<file path="src/rtl/bmseq_pkg.sv">
package bmseq_pkg;
    typedef enum logic [1:0] {
        FLT_NONE  = 2'd0,
        FLT_PRIV  = 2'd1,
        FLT_ALIGN = 2'd2
    } fault_e;

    typedef enum logic {
        ST_IDLE,
        ST_EMIT
    } state_e;

    typedef struct packed {
        logic twin;
        logic store;
        logic restricted;
        logic priv;
    } ctl_s;
endpackage

</file>
<file path="src/rtl/bmseq_agen.sv">
module bmseq_agen #(
    parameter int ADDR_W     = 32,
    parameter int IMM_W      = 13,
    parameter int IDX_W      = 3,
    parameter int STEP_BYTES = 8
) (
    input  logic [ADDR_W-1:0] rs1,
    input  logic [ADDR_W-1:0] rs2,
    input  logic [IMM_W-1:0]  imm,
    input  logic              use_imm,
    input  logic [ADDR_W-1:0] base_q,
    input  logic [IDX_W-1:0]  idx,
    output logic [ADDR_W-1:0] base_sum,
    output logic [ADDR_W-1:0] ea
);
    logic [ADDR_W-1:0] imm_x;

    generate
        if (ADDR_W > IMM_W) begin : g_sext
            assign imm_x = {{(ADDR_W-IMM_W){imm[IMM_W-1]}}, imm};
        end else begin : g_trunc
            assign imm_x = imm[ADDR_W-1:0];
        end
    endgenerate

    // Base is formed once at accept; each step only adds its offset.
    assign base_sum = rs1 + (use_imm ? imm_x : rs2);
    assign ea       = base_q + (ADDR_W'(idx) * ADDR_W'(STEP_BYTES));
endmodule

</file>
<file path="src/rtl/bmseq_fault.sv">
module bmseq_fault
    import bmseq_pkg::*;
#(
    parameter int BLOCK_ALIGN_BITS = 6,
    parameter int TWIN_ALIGN_BITS  = 4
) (
    input  logic [BLOCK_ALIGN_BITS-1:0] ea_low,
    input  logic                        twin,
    input  logic                        first,
    input  logic                        restricted,
    input  logic                        priv,
    output fault_e                      code,
    output logic                        hit
);
    logic misaligned;
    logic priv_bad;

    always_comb begin
        misaligned = twin ? (ea_low[TWIN_ALIGN_BITS-1:0] != '0) : (ea_low != '0);
        priv_bad   = restricted && !priv;
        code       = FLT_NONE;
        if (first) begin
            // alignment outranks privilege
            if (misaligned)    code = FLT_ALIGN;
            else if (priv_bad) code = FLT_PRIV;
        end
        hit = (code != FLT_NONE);
    end
endmodule

</file>
<file path="src/rtl/bmseq_fsm.sv">
module bmseq_fsm
    import bmseq_pkg::*;
#(
    parameter int BLOCK_STEPS = 8,
    parameter int TWIN_STEPS  = 2,
    parameter int IDX_W       = 3
) (
    input  logic             clk,
    input  logic             rst_n,
    input  logic             in_valid,
    input  logic             twin,
    input  logic             fault_hit,
    input  logic             out_ready,
    output logic             in_ready,
    output logic             out_valid,
    output logic             accept,
    output logic             is_last,
    output logic [IDX_W-1:0] idx
);
    localparam logic [IDX_W-1:0] BLK_LAST = IDX_W'(BLOCK_STEPS - 1);
    localparam logic [IDX_W-1:0] TWN_LAST = IDX_W'(TWIN_STEPS - 1);

    state_e           state_q, state_d;
    logic [IDX_W-1:0] idx_q, idx_d;

    always_ff @(posedge clk) begin
        if (!rst_n) begin
            state_q <= ST_IDLE;
            idx_q   <= '0;
        end else begin
            state_q <= state_d;
            idx_q   <= idx_d;
        end
    end

    always_comb begin
        in_ready  = (state_q == ST_IDLE);
        out_valid = (state_q == ST_EMIT);
        accept    = in_ready && in_valid;
        is_last   = out_valid && (fault_hit || (idx_q == (twin ? TWN_LAST : BLK_LAST)));
        idx       = idx_q;
    end

    always_comb begin
        state_d = state_q;
        idx_d   = idx_q;
        unique case (state_q)
            ST_IDLE: begin
                if (in_valid) begin          // ACCEPT
                    state_d = ST_EMIT;
                    idx_d   = '0;
                end
            end
            ST_EMIT: begin
                if (out_ready) begin
                    if (is_last) state_d = ST_IDLE;   // FINISH
                    else         idx_d   = idx_q + 1'b1; // STEP
                end
            end
        endcase
    end

    assert_busy_excl_R10: assert property (@(posedge clk) disable iff (!rst_n)
        out_valid |-> !in_ready);
    assert_stall_hold_R10: assert property (@(posedge clk) disable iff (!rst_n)
        (out_valid && !out_ready) |=> (out_valid && $stable(idx_q)));
    assert_step_adv_R1: assert property (@(posedge clk) disable iff (!rst_n)
        (out_valid && out_ready && !is_last) |=> (idx_q == $past(idx_q) + 1'b1));
    assert_end_idle_R1: assert property (@(posedge clk) disable iff (!rst_n)
        (out_valid && out_ready && is_last) |=> in_ready);
endmodule

</file>
<file path="src/rtl/bmseq_top.sv">
module bmseq_top
    import bmseq_pkg::*;
#(
    parameter int ADDR_W           = 32,
    parameter int IMM_W            = 13,
    parameter int REG_W            = 5,
    parameter int BLOCK_STEPS      = 8,
    parameter int TWIN_STEPS       = 2,
    parameter int STEP_BYTES       = 8,
    parameter int BLOCK_ALIGN_BITS = 6,
    parameter int TWIN_ALIGN_BITS  = 4,
    localparam int IDX_W           = $clog2(BLOCK_STEPS)
) (
    input  logic              clk,
    input  logic              rst_n,
    input  logic              in_valid,
    output logic              in_ready,
    input  logic              in_twin,
    input  logic              in_store,
    input  logic              in_use_imm,
    input  logic [IMM_W-1:0]  in_imm,
    input  logic [ADDR_W-1:0] in_rs1,
    input  logic [ADDR_W-1:0] in_rs2,
    input  logic [REG_W-1:0]  in_frd,
    input  logic              in_asi_restricted,
    input  logic              in_priv,
    output logic              uop_valid,
    input  logic              uop_ready,
    output logic [ADDR_W-1:0] uop_addr,
    output logic [IDX_W-1:0]  uop_index,
    output logic [REG_W-1:0]  uop_reg,
    output logic              uop_pair_hi,
    output logic              uop_store,
    output logic              uop_last,
    output logic              uop_delayed,
    output logic [1:0]        uop_fault
);
    localparam logic [IDX_W-1:0] TWN_LAST = IDX_W'(TWIN_STEPS - 1);

    logic [ADDR_W-1:0] base_q, base_sum, ea;
    logic [REG_W-1:0]  frd_q;
    ctl_s              ctl_q;
    logic              accept, is_last, fault_hit, valid;
    logic [IDX_W-1:0]  idx;
    fault_e            fcode;

    always_ff @(posedge clk) begin
        if (!rst_n) begin
            base_q <= '0;
            frd_q  <= '0;
            ctl_q  <= '0;
        end else if (accept) begin
            base_q <= base_sum;
            frd_q  <= in_frd;
            ctl_q  <= '{twin: in_twin, store: in_store,
                        restricted: in_asi_restricted, priv: in_priv};
        end
    end

    bmseq_agen #(
        .ADDR_W(ADDR_W), .IMM_W(IMM_W), .IDX_W(IDX_W), .STEP_BYTES(STEP_BYTES)
    ) u_agen (
        .rs1(in_rs1), .rs2(in_rs2), .imm(in_imm), .use_imm(in_use_imm),
        .base_q(base_q), .idx(idx), .base_sum(base_sum), .ea(ea)
    );

    bmseq_fault #(
        .BLOCK_ALIGN_BITS(BLOCK_ALIGN_BITS), .TWIN_ALIGN_BITS(TWIN_ALIGN_BITS)
    ) u_fault (
        .ea_low(ea[BLOCK_ALIGN_BITS-1:0]), .twin(ctl_q.twin),
        .first(valid && (idx == '0)), .restricted(ctl_q.restricted),
        .priv(ctl_q.priv), .code(fcode), .hit(fault_hit)
    );

    bmseq_fsm #(
        .BLOCK_STEPS(BLOCK_STEPS), .TWIN_STEPS(TWIN_STEPS), .IDX_W(IDX_W)
    ) u_fsm (
        .clk(clk), .rst_n(rst_n), .in_valid(in_valid), .twin(ctl_q.twin),
        .fault_hit(fault_hit), .out_ready(uop_ready), .in_ready(in_ready),
        .out_valid(valid), .accept(accept), .is_last(is_last), .idx(idx)
    );

    always_comb begin
        uop_valid   = valid;
        uop_addr    = ea;
        uop_index   = idx;
        uop_reg     = frd_q + REG_W'(idx);
        uop_pair_hi = valid && ctl_q.twin && (idx == TWN_LAST);
        uop_store   = ctl_q.store;
        uop_last    = is_last;
        uop_delayed = valid && !is_last;
        uop_fault   = fcode;
    end

    assert_fault_first_R7: assert property (@(posedge clk) disable iff (!rst_n)
        (uop_valid && uop_fault != 2'd0) |-> (uop_index == '0 && uop_last));
    assert_flag_excl_R5: assert property (@(posedge clk) disable iff (!rst_n)
        uop_valid |-> (uop_last != uop_delayed));
    assert_out_hold_R10: assert property (@(posedge clk) disable iff (!rst_n)
        (uop_valid && !uop_ready) |=> ($stable(uop_addr) && $stable(uop_reg) && $stable(uop_fault)));
    assert_dir_fixed_R11: assert property (@(posedge clk) disable iff (!rst_n)
        (uop_valid && !(uop_ready && uop_last)) |=> $stable(uop_store));
endmodule

</file>
<file path="config.mk">
export PLATFORM = sky130hd
export DESIGN_NAME = bmseq_top
export DESIGN_NICKNAME = d
export VERILOG_FILES = /design/src/rtl/bmseq_pkg.sv /design/src/rtl/bmseq_agen.sv /design/src/rtl/bmseq_fault.sv /design/src/rtl/bmseq_fsm.sv /design/src/rtl/bmseq_top.sv
export SDC_FILE = /design/constraint.sdc
export NUM_CORES = 1
export LEC_CHECK = 0
export BUFFER_PORTS_ARGS = -buffer_cell sky130_fd_sc_hd__buf_4
export CORE_MARGIN = 1
export CORE_UTILIZATION = 35
export DETAILED_ROUTE_END_ITERATION = 6
export HOLD_SLACK_MARGIN = 0.12
export SLEW_MARGIN = 20
export SYNTH_ARGS = -nofsm -noshare
export SYNTH_HDL_FRONTEND = slang
export SYNTH_SLANG_ARGS = --single-unit
export TNS_END_PERCENT = 1
</file>
<file path="constraint.sdc">
create_clock -name clk -period 4.37 [get_ports clk]
set_input_delay 0.6555 -clock clk [delete_from_list [all_inputs] [get_ports clk]]
set_output_delay 0.6555 -clock clk [all_outputs]
set_load 0.05 [all_outputs]
</file>
==> run summary <==
The slew at the pin closest to its max-slew limit came out at slightly above 700 ps. The relative max-transition margin came out at 51.7%. The final period demand of the worst path came out at roughly 3700 ps. The ratio of cells with drive above 1 in the final layout is between 20% and 30%. The peak per-stage delay on the critical path is just under 500 ps. The sequential cell area fraction in the yosys report came out at 20.2%.

The post-layout total power is 1.71 mW. The row count came out at 40. The final net count came out at about 860. Setup violations remaining at the end of the flow were counted as 0. The global-route total usage across every layer came out at 19.6%. Setup repair after global routing left no endpoint under its margin. Dividing the detail-routed via count by the number of cells gives between 5 and 6. The post-synthesis net count is 736. The total DRC errors in the routed layout came out at 0. The reported leakage power is ~2.6 nW.

Based on the critical path, the design can be clocked at up to 272 MHz. The flop and latch count out of synthesis came out at between 40 and 50. The proportion of netlist area held by the largest area contributor came out at 20.2%. In this run the clock root is driven by a sky130_fd_sc_hd__clkbuf_16. The number of detailed-route iterations in the first pass came out at 4. The final-report max-slew violation count came out at 0. The most frequent cell on the critical path is sky130_fd_sc_hd__nor2_1. After global routing the overflow that remains totals 0. The number of ports placed on the die boundary came out at around 140. The finished layout holds 893 standard cells, fillers aside. The via count came out at about 4600. The fraction of registers with async set or reset after synthesis came out at 0%. The number of hold-slack violations in the final timing report is 0. Max-cap violations in this run came to 0. The largest area contributor in the synthesized netlist is sky130_fd_sc_hd__dfxtp_1.

The number of instances in the synthesized netlist came out at about 600. The total clock sinks is 45. The synthesized netlist contains 63 unique library cells. The number of nets still failing antenna checks after routing came out at 0.

The post-synthesis to final-layout area growth is 29.0%. The layout filler cell count came out at around 1300. The clock transition time at the flip-flop clock pins of the worst setup and hold paths is approximately 60 ps. The number of antenna repair diodes came out at 0. The die span in x is between 100 and 150 um.

The initial utilization of the core area, before any placement, comes to about 37%. The category of the worst setup path launch point is a flip-flop. The per-instance average area after synthesis came out at about 7.4 um2. The yosys synthesis warning count came out at 0.

The kind of cell adding the most delay to the critical path is simple AND/OR/NAND/NOR gates. The pin count of the biggest net entering global routing is 43. The run finished with clean final reports. The largest individual stage delay along the critical path comes from the cell sky130_fd_sc_hd__fa_1. Buffers inserted to repair hold after CTS numbered 0. Across the routed clock network, the largest skew measured is between 7 and 8 ps. Yosys attributes the largest share of cell area to sky130_fd_sc_hd__dfxtp_1, sky130_fd_sc_hd__ha_1, sky130_fd_sc_hd__a21oi_1, sky130_fd_sc_hd__nand2_1, sky130_fd_sc_hd__xnor2_1.

The depth of the CTS H-tree is 2. The first routing iteration left 265 violations. The post-CTS repair timing setup buffer count came out at 0. The number of flops mapped to enable cells by yosys is 0. The worst path uses 84.3% of the clock period. The clock latency of the later-clocked register in the worst-skew pair came out at around 290 ps. The full die area came out at around 0.013 mm2. After detailed routing, the average wire length per cell comes to between 10 and 15 um. The first global-routing pass estimated 20900 um of wire. The routed wire length is 12700 um. The clock tree from TritonCTS is done. Routability-driven placement finished with a final weighted congestion of 0.894. During placement, the flow inserted port buffers numbering roughly 140. The deepest clock path buffer count is 2. The post-cts repair resize count came out at 0. The total CTS buffers came out at 5.

Counting tap cells, the placed design contains a total of just under 900 instances. For this run, the leading register cell type out of synthesis is sky130_fd_sc_hd__dfxtp_1. The critical path goes through inv_1, fa_1, nor2b_1, nor2_1, nor2_1, nand2_1, nor2_1, nand4_1, xnor2_1, buf_4. IR analysis of the VDD net gives a maximum drop of 0.163 mV. In this run the cell area of the synthesized design comes to 0.00446 mm2. The sum of negative setup slack came out at 0 ps.

The largest fanout of any net on the critical path came out at 7. The placeable core region came out at 0.0122 mm2. The cell area power density came out at approximately 300 mW/mm2. The category of the critical setup timing path is reg -> out. The required time of the critical path is between 3000 and 4000 ps. The HPWL after detailed placement is around 10000 um. The nature of the critical path endpoint is a primary output. The height of the die came out at around 110 um.

The path class of the tightest hold or removal check is reg -> reg. The number of buffers and inverters on the critical path came out at 2. The number of antenna violations at the first check in global routing was 0. For the worst setup path, the data arrival time is 3030 ps.

The number of global-route vias before repair came out at roughly 4300.
## layer usage
metal | track usage, % | up-vias | wire length, um
met2 | 31.8 | 126 | 5610
met4 | 4.07 | 0 | 63
met1 | 28.3 | 2069 | 6330
met3 | 1.58 | 7 | 682
met5 | 0 | - | 0
li1 | - | 2384 | -
## cells in the mapped netlist (all sizes together) (8+ instances only)
master and number:
o21ai 52, a21oi 67, clkbuf 19, mux2 12, and3 10, ha 40
o211ai 8, nor2 29, a21o 19, nand3 29, nand4 10, nor3 10
xor2 17, dfxtp 45, inv 33, nand2 87, xnor2 34
## cell type report
type                    count  area (um2)  area share, %
clock inverters             2        37.5          0.652
flip-flops and latches     45         901           15.7
well taps                 168         210           3.65
multi-input cells         496        3270           56.9
inverters                  34         128           2.22
repair buffers            142        1070           18.5
clock buffers               6         139           2.41
## logic make-up (layout without fill, tap and decap cells)
group,count (synthesis),count (layout),share of synthesized area [%]
flip-flops,45,45,20.2
AO/OA/AOI/OAI,186,186,25.8
XOR/XNOR,51,51,10.0
AND/OR/NAND/NOR,203,203,21.7
buffers and inverters,61,184,6.48
multiplexers,13,13,3.25
adder cells (fa/ha/maj),43,43,12.6
## sequential cells by signal (all words and copies together), names as in the netlist
register,count
base_q,32
frd_q,5
ctl_q,3
u_fsm.idx,3
uop_store,1
u_fsm.out_valid,1
## cell usage in the layout (no fill, tap or decap), drive strengths merged, types with 3 or more instances in the layout
master	n
o21ai	52
buf	142
o211ai	8
or3	4
inv	33
and3	10
and4	4
ha	40
nor2b	4
xor2	17
clkbuf	6
o21bai	3
and2	3
xnor2	34
nand3	29
nand4	10
a21o	19
nor2	29
nand2	87
a211oi	6
mux2	12
fa	3
dfxtp	45
a31oi	7
nor3b	3
a211o	3
o21a	4
a21oi	67
nor3	10
## report_power, final
part           internal, mW  switching, mW  total, mW
Sequential            0.449         0.0407      0.490
Combinational         0.301          0.476      0.776
Clock                 0.285          0.161      0.446
## worst min-delay path, delay by kind of cell, from the launching register on
kind / cells / cell delay [ps]
flip-flops: 1 / 310
AO/OA/AOI/OAI: 1 / 50
AND/OR/NAND/NOR: 1 / 50
## worst paths after layout
kind	start	endpoint	slack [ps]	cells after the start
min reg2reg	uop_store	uop_store	450	2
max	u_fsm.idx[1]	uop_addr[27]	690	10
max reg2reg	u_fsm.idx[1]	u_fsm.idx[1]	1780	9
min	uop_store	uop_store	450	2
## per-stage QoR
| stage | worst slack [ps] | area, um2 | util, % | hold slack, ps |
|---|---|---|---|---|
| 3_5_place_dp | 732 | 5580 | 45.7 | 447 |
| 2_1_floorplan | 416 | 4460 | - | 432 |
| 6_report | 688 | 5750 | 47.1 | 453 |
| 5_1_grt | 435 | 5750 | 47.1 | 484 |
| 3_3_place_gp | 780 | 5580 | 45.7 | 440 |
| 4_1_cts | 644 | 5750 | 47.1 | 456 |
No activity file was read; power rests on OpenSTA's default activity.
